<file path="src/rtl/cache_rgn_pkg.sv">
package cache_rgn_pkg;

  typedef enum logic [1:0] {
    SEL_CTRL  = 2'd0,
    SEL_END   = 2'd1,
    SEL_START = 2'd2,
    SEL_FULL  = 2'd3
  } reg_sel_e;

  // control register field positions
  localparam int CB_DIS  = 0;
  localparam int CB_IM   = 1;
  localparam int CB_BUSY = 2;
  localparam int CB_OVR  = 3;
  localparam int CB_OPLO = 9;

  typedef struct packed {
    logic inv;          // drop hit lines
    logic flush_first;  // write back dirty hit lines
  } walk_mode_t;

  function automatic walk_mode_t rgn_decode(input logic [2:0] op, input logic im);
    walk_mode_t m;
    m.inv         = (op == 3'b001);
    m.flush_first = (op != 3'b001) || im;
    return m;
  endfunction

endpackage

</file>
<file path="src/rtl/cache_rgn_regs.sv">
module cache_rgn_regs
  import cache_rgn_pkg::*;
#(
  parameter int ADDR_W = 32
) (
  input  logic              clk,
  input  logic              rst_n,
  input  logic              we,
  input  reg_sel_e          sel,
  input  logic [ADDR_W-1:0] wdata,
  input  logic              busy,
  output logic [2:0]        op_q,
  output logic              im_q,
  output logic              dis_q,
  output logic              ovr_q,
  output logic [ADDR_W-1:0] end_q,
  output logic [ADDR_W-1:0] start_q,
  output logic              trig_rgn,
  output logic              trig_full,
  output logic [ADDR_W-1:0] rdata
);

  logic is_trig;

  assign is_trig   = we && (sel == SEL_START || sel == SEL_FULL);
  assign trig_rgn  = we && sel == SEL_START && !busy;
  assign trig_full = we && sel == SEL_FULL && !busy;

  always_ff @(posedge clk) begin
    if (!rst_n) begin
      op_q    <= '0;
      im_q    <= 1'b0;
      dis_q   <= 1'b0;
      ovr_q   <= 1'b0;
      end_q   <= '0;
      start_q <= '0;
    end else begin
      if (is_trig && busy) ovr_q <= 1'b1;
      if (we) begin
        unique case (sel)
          SEL_CTRL: begin
            op_q <= wdata[CB_OPLO+2:CB_OPLO];
            im_q <= wdata[CB_IM];
            if (!busy) dis_q <= wdata[CB_DIS];
            if (wdata[CB_OVR]) ovr_q <= 1'b0;
          end
          SEL_END:   end_q <= wdata;
          SEL_START: if (!busy) start_q <= wdata;
          default: ;
        endcase
      end
    end
  end

  always_comb begin
    rdata = '0;
    unique case (sel)
      SEL_CTRL: begin
        rdata[CB_OPLO+2:CB_OPLO] = op_q;
        rdata[CB_OVR]            = ovr_q;
        rdata[CB_BUSY]           = busy;
        rdata[CB_IM]             = im_q;
        rdata[CB_DIS]            = dis_q;
      end
      SEL_END:   rdata = end_q;
      SEL_START: rdata = start_q;
      default:   rdata = '0;
    endcase
  end

endmodule

</file>
<file path="src/rtl/cache_rgn_walk.sv">
module cache_rgn_walk
  import cache_rgn_pkg::*;
#(
  parameter int ADDR_W    = 32,
  parameter int LINE_OFF  = 6,
  parameter int NUM_LINES = 2048
) (
  input  logic              clk,
  input  logic              rst_n,
  input  logic              trig_rgn,
  input  logic              trig_full,
  input  logic [ADDR_W-1:0] start_addr,
  input  logic [ADDR_W-1:0] end_addr,
  input  walk_mode_t        rgn_mode,
  input  logic              im,
  input  logic              step,
  output logic              busy,
  output walk_mode_t        mode_q,
  output logic [ADDR_W-1:0] line_addr
);

  localparam int LN_W = ADDR_W - LINE_OFF;
  localparam logic [LN_W-1:0] FULL_LAST = LN_W'(NUM_LINES - 1);

  logic [LN_W-1:0] cur_q, last_q;

  always_ff @(posedge clk) begin
    if (!rst_n) begin
      busy   <= 1'b0;
      cur_q  <= '0;
      last_q <= '0;
      mode_q <= '0;
    end else if (!busy) begin
      if (trig_rgn) begin
        busy   <= 1'b1;
        cur_q  <= start_addr[ADDR_W-1:LINE_OFF];
        last_q <= end_addr[ADDR_W-1:LINE_OFF];
        mode_q <= rgn_mode;
      end else if (trig_full) begin
        busy   <= 1'b1;
        cur_q  <= '0;
        last_q <= FULL_LAST;
        mode_q <= '{inv: 1'b1, flush_first: im};
      end
    end else if (step) begin
      if (cur_q >= last_q) busy <= 1'b0;
      else                 cur_q <= cur_q + 1'b1;
    end
  end

  assign line_addr = {cur_q, {LINE_OFF{1'b0}}};

endmodule

</file>
<file path="src/rtl/cache_rgn_lineop.sv">
module cache_rgn_lineop
  import cache_rgn_pkg::*;
(
  input  logic       busy,
  input  logic       dis,
  input  walk_mode_t mode,
  input  logic       hit_raw,
  input  logic       dirty,
  input  logic       wb_ready,
  output logic       wb_valid,
  output logic       act_valid,
  output logic       act_inv,
  output logic       step
);

  logic hit, need_wb;

  assign hit       = busy && hit_raw && !dis;
  assign need_wb   = hit && dirty && mode.flush_first;
  assign wb_valid  = need_wb;
  assign step      = busy && (!need_wb || wb_ready);
  assign act_valid = step && hit && (mode.inv || need_wb);
  assign act_inv   = mode.inv;

endmodule

</file>
<file path="src/rtl/cache_rgn_engine.sv">
module cache_rgn_engine
  import cache_rgn_pkg::*;
#(
  parameter int ADDR_W   = 32,
  parameter int LINE_CFG = 1,
  parameter int SIZE_CFG = 0
) (
  input  logic              clk,
  input  logic              rst_n,
  input  logic              reg_we,
  input  logic [1:0]        reg_addr,
  input  logic [ADDR_W-1:0] reg_wdata,
  output logic [ADDR_W-1:0] reg_rdata,
  output logic              look_valid,
  output logic [ADDR_W-1:0] look_addr,
  input  logic              look_hit,
  input  logic              look_dirty,
  output logic              act_valid,
  output logic              act_inv,
  output logic              wb_valid,
  input  logic              wb_ready,
  output logic [ADDR_W-1:0] wb_addr
);

  localparam int LINE_OFF  = (LINE_CFG == 0) ? 7 : 6;
  localparam int CAP_BYTES = 131072 << SIZE_CFG;
  localparam int NUM_LINES = CAP_BYTES >> LINE_OFF;

  logic [2:0]        op_q;
  logic              im_q, dis_q, ovr_q, busy, step, trig_rgn, trig_full;
  logic [ADDR_W-1:0] end_q, start_q;
  walk_mode_t        mode_q;

  cache_rgn_regs #(.ADDR_W(ADDR_W)) u_regs (
    .clk(clk), .rst_n(rst_n), .we(reg_we), .sel(reg_sel_e'(reg_addr)),
    .wdata(reg_wdata), .busy(busy), .op_q(op_q), .im_q(im_q),
    .dis_q(dis_q), .ovr_q(ovr_q), .end_q(end_q), .start_q(start_q),
    .trig_rgn(trig_rgn), .trig_full(trig_full), .rdata(reg_rdata)
  );

  cache_rgn_walk #(.ADDR_W(ADDR_W), .LINE_OFF(LINE_OFF), .NUM_LINES(NUM_LINES)) u_walk (
    .clk(clk), .rst_n(rst_n), .trig_rgn(trig_rgn), .trig_full(trig_full),
    .start_addr(reg_wdata), .end_addr(end_q),
    .rgn_mode(rgn_decode(op_q, im_q)), .im(im_q), .step(step),
    .busy(busy), .mode_q(mode_q), .line_addr(look_addr)
  );

  cache_rgn_lineop u_op (
    .busy(busy), .dis(dis_q), .mode(mode_q), .hit_raw(look_hit),
    .dirty(look_dirty), .wb_ready(wb_ready), .wb_valid(wb_valid),
    .act_valid(act_valid), .act_inv(act_inv), .step(step)
  );

  assign look_valid = busy;
  assign wb_addr    = look_addr;

endmodule

</file>
<file path="config.mk">
export PLATFORM = sky130hd
export DESIGN_NAME = cache_rgn_engine
export DESIGN_NICKNAME = d
export VERILOG_FILES = /design/src/rtl/cache_rgn_pkg.sv /design/src/rtl/cache_rgn_regs.sv /design/src/rtl/cache_rgn_walk.sv /design/src/rtl/cache_rgn_lineop.sv /design/src/rtl/cache_rgn_engine.sv
export SDC_FILE = /design/constraint.sdc
export NUM_CORES = 1
export LEC_CHECK = 0
export CORE_ASPECT_RATIO = 1.75
export CORE_MARGIN = 3
export CORE_UTILIZATION = 53
export DETAILED_ROUTE_END_ITERATION = 10
export PLACE_DENSITY_LB_ADDON = 0.12
export SETUP_SLACK_MARGIN = 0.4
export SLEW_MARGIN = 20
export SYNTH_ARGS = -nofsm -noshare
export SYNTH_HDL_FRONTEND = slang
export SYNTH_HIERARCHICAL = 1
export SYNTH_SLANG_ARGS = --single-unit
</file>
<file path="constraint.sdc">
create_clock -name clk -period 2.85 [get_ports clk]
set_clock_uncertainty 0.2 [all_clocks]
set_input_delay 0.4275 -clock clk [delete_from_list [all_inputs] [get_ports clk]]
set_output_delay 0.4275 -clock clk [all_outputs]
set_load 0.02 [all_outputs]
</file>
==> results.txt <==
The first global-routing pass estimated 35.0 mm of wire. The most instantiated library cell after synthesis was sky130_fd_sc_hd__nand2_1. The synthesized netlist occupies a cell area of 7390 µm². After synthesis, the most frequently instantiated cells are 143 x sky130_fd_sc_hd__nand2_1, 125 x sky130_fd_sc_hd__dfxtp_1, 63 x sky130_fd_sc_hd__a21oi_1. The boundary pin count is 140, and the post-placement cell count is 1144.

The flip-flop and latch count after synthesis is 125, and the hold buffer count at CTS is 0. Of the post-synthesis cell area, the dominant cell type holds 33.9%. In the final routed layout, each cell accounts on average for 18.9 µm.

The run gives 0 as the total inserted antenna cells. TritonCTS built the clock tree. The via-per-instance ratio is 6.00, and the clock-pin slew on the worst setup and hold paths is 0.06 ns. Routability-driven placement finished with a final weighted congestion of 0.908. The largest net degree at the start of global routing is 76, and the layout cell share with drive strength beyond 1 is 22.3%. After detailed routing, the number of remaining DRC violations is 0.

IR analysis of the VDD net gives a maximum drop of 0.424 mV. The endpoint kind of the worst setup timing path is a flop. OpenSTA, run right after detailed placement, puts the worst setup slack at -0.243 ns.

The post-layout minimum cycle time was 2.70 ns. The type of the tightest min-delay check is primary input to flop. The initial detailed-routing violation count was 565. Global routing used 28.5% of the available tracks across all layers. Type of the setup path with the least slack: flop to flop. The tools report the number of antenna violations at the first check in global routing as 0. In this run the power density over the cells is 514 nW/µm².

The run gives 3.89 nW as the total leakage power. The sequential element share of the synthesized area was 33.9%. The hold violation count in the final report is 0.

After layout, the worst path uses 94.6% of the clock period. Counting flops with an async set or reset pin after synthesis yields a share of 0%. The region available for standard cell placement spans 13500 µm². For this run, the top clock speed supported by timing is 0.371 GHz. Die footprint: 15500 µm².

In the post-route analysis, the smallest setup slack over all paths is 0.153 ns. For the number of standard-cell rows in the floorplan, the log shows 56. The run gives 0 as the number of maximum-capacitance constraint violations. Clock tree synthesis selected as its root buffer the cell sky130_fd_sc_hd__clkbuf_16. TritonCTS created 17 clock buffers.

The tools report the Yosys warning count as 6. After synthesis, the cell types taking the most area are sky130_fd_sc_hd__dfxtp_1 34%, sky130_fd_sc_hd__nand2_1 7.3%, sky130_fd_sc_hd__mux2i_1 7.2%. CTS saw 125 sinks. CTS built an H-tree with a depth of 4.

For this run, the number of standard cells in the final layout without fillers is 1196. At the end of the flow the core is filled with cells to 73.0%. The clock passes through at most 2 buffers.

The latest clock arrival within the worst-skew pair is 0.41 ns. A synthesized cell averages 8.38 µm². Overall die height: 162 µm.

The die is 95.3 µm wide. The logs give 0.234 ns for the worst slack on hold paths and 7 for the total iterations of the first detailed-routing run. Setup repair after global routing could not meet its margin everywhere.

In this run the tightest slew margin relative to its limit is 51.1%. Wires add up to 22.6 mm. The highest fanout seen on the critical path was 5. STA classifies the critical path startpoint as a flop.

At the end of the flow, the number of nets in the layout was 1080. Setup violations remaining at the end of the flow were counted as 0. The flow ran to the end, and the final reports show no timing, DRC or antenna violations. Among all flip-flop cells after synthesis, the most frequent one is sky130_fd_sc_hd__dfxtp_1.

In this run the tool buffered the top-level ports with 127 buffer cells. The run gives 7181 as the number of vias after detailed routing. sky130_fd_sc_hd__dfxtp_1 takes more of the synthesized area than any other cell. Once detailed placement completed, the half-perimeter wirelength came to 15.5 mm.

At the worst endpoint, the arrival time is 2.83 ns. The max-slew violation count is 0, and the number of synthesized flops with an enable pin is 0. The initial utilization of the core area, before any placement, comes to 54.6%.

At the pin with the least slew margin, the transition time is 0.733 ns. The run gives 67 as the count of distinct cell types in the synthesized netlist. Remaining number of nets flagged by the antenna check after routing: 0. Data on the critical path is required at its endpoint by 2.98 ns. The synthesis-to-finish area growth is 33.5%. Global routing finished with a remaining overflow of 0. Synthesis handed over a netlist of 882 instances. For the number of global-route vias before repair, the log shows 7052.
-- power breakdown --
part / total (mW) / leakage, nW / internal (mW) / switching [mW]
Combinational: 1.04 / 2.59 / 0.482 / 0.557
Sequential: 1.87 / 1.02 / 1.81 / 0.0525
Clock: 2.17 / 0.277 / 1.33 / 0.832
-- final timing paths --
kind	startpoint	to	slack, ns	cells after the start
worst max-delay path	u_walk/last_q[14]$_SDFFE_PN0P_	u_walk/cur_q[3]$_SDFFE_PN0P_	0.15	12
worst max register to register	u_walk/last_q[14]$_SDFFE_PN0P_	u_walk/cur_q[3]$_SDFFE_PN0P_	0.15	12
worst min-delay path	rst_n	u_walk/cur_q[6]$_SDFFE_PN0P_	0.23	3
worst min register to register	u_walk/last_q[8]$_SDFFE_PN0P_	u_walk/last_q[8]$_SDFFE_PN0P_	0.26	2
-- per-stage QoR --
step / area (µm²) / power (mW) / setup TNS [ns]
detailed placement: 8750 / 2.74 / -4.06
global placement: 8750 / 2.72 / -1.54
global route: 9870 / 5.24 / 0
floorplan: 7420 / 2.41 / 0
finish: 9870 / 5.07 / 0
CTS: 9640 / 4.99 / 0
-- sequential cells by signal, summed over array words and instances (netlist names) --
signal / flops
u_regs/dis_q: 1
u_regs/im_q: 1
u_walk/busy: 1
u_walk/mode_q: 2
u_regs/start_q: 32
u_regs/ovr_q: 1
u_walk/last_q: 26
u_regs/end_q: 32
u_walk/cur_q: 26
u_regs/op_q: 3
-- cells by family (layout without fill, tap and decap cells) --
group | after synthesis | count (layout) | synth area share (%)
AOI/OAI and AO/OA | 223 | 223 | 21.6
xor gates and xnor gates | 14 | 14 | 1.66
adders and majority gates | 31 | 31 | 5.25
buffers and inverters | 140 | 275 | 11.0
DFF | 125 | 125 | 33.9
muxes | 53 | 53 | 7.18
other | 1 | 6 | 0.0507
and+or+nand+nor | 295 | 295 | 19.4
-- cells in the final DEF (no fill, tap or decap), types with 18 or more instances in the layout --
master	instances
sky130_fd_sc_hd__nand3_1	47
sky130_fd_sc_hd__o21ai_0	24
sky130_fd_sc_hd__dfxtp_1	110
sky130_fd_sc_hd__ha_1	19
sky130_fd_sc_hd__nor2_1	32
sky130_fd_sc_hd__buf_4	68
sky130_fd_sc_hd__clkbuf_16	18
sky130_fd_sc_hd__a21bo_2	24
sky130_fd_sc_hd__inv_1	24
sky130_fd_sc_hd__a22oi_1	36
sky130_fd_sc_hd__nand2_1	141
sky130_fd_sc_hd__clkdlybuf4s50_1	89
sky130_fd_sc_hd__nor2b_1	25
sky130_fd_sc_hd__a21oi_1	63
sky130_fd_sc_hd__mux2i_1	53
-- layout make-up --
| cell class | count | area (µm²) |
|---|---|---|
| clock inverters | 13 | 143 |
| clock buffers | 19 | 453 |
| flip-flops and latches | 125 | 2530 |
| well taps | 174 | 218 |
| inverters | 34 | 128 |
| multi-input cells | 622 | 4400 |
| repair buffers | 209 | 2000 |
| fillers | 1004 | 3660 |
-- layer usage --
metal  vias up  routed length [µm]  global-route usage [%]
li1       3327                   -                       -
met1      3412                8630                    34.7
met2       375               11700                    49.0
met3        67                1540                    4.59
met4         0                 737                    11.8
met5         -                   0                       0
-- repair_timing --
item / in CTS / in global routing
cloned: 3 / 1
pin swaps: 10 / 20
endpoints found under the setup margin: 63 / 57
gates resized for setup: 110 / 39
setup buffers: 10 / 6
-- worst max-delay path: stages (launching register included) --
cell                      delay, ns
sky130_fd_sc_hd__dfxtp_2       0.35
sky130_fd_sc_hd__inv_2         0.05
sky130_fd_sc_hd__ha_4          0.25
sky130_fd_sc_hd__nand4_1       0.15
sky130_fd_sc_hd__nor4_4        0.36
sky130_fd_sc_hd__nand3_1       0.14
sky130_fd_sc_hd__o211a_1       0.27
sky130_fd_sc_hd__buf_6         0.13
sky130_fd_sc_hd__a21oi_4       0.21
sky130_fd_sc_hd__buf_6         0.13
sky130_fd_sc_hd__buf_6         0.09
sky130_fd_sc_hd__buf_12        0.11
sky130_fd_sc_hd__mux2i_1       0.18
No activity file was read; power rests on OpenSTA's default activity.
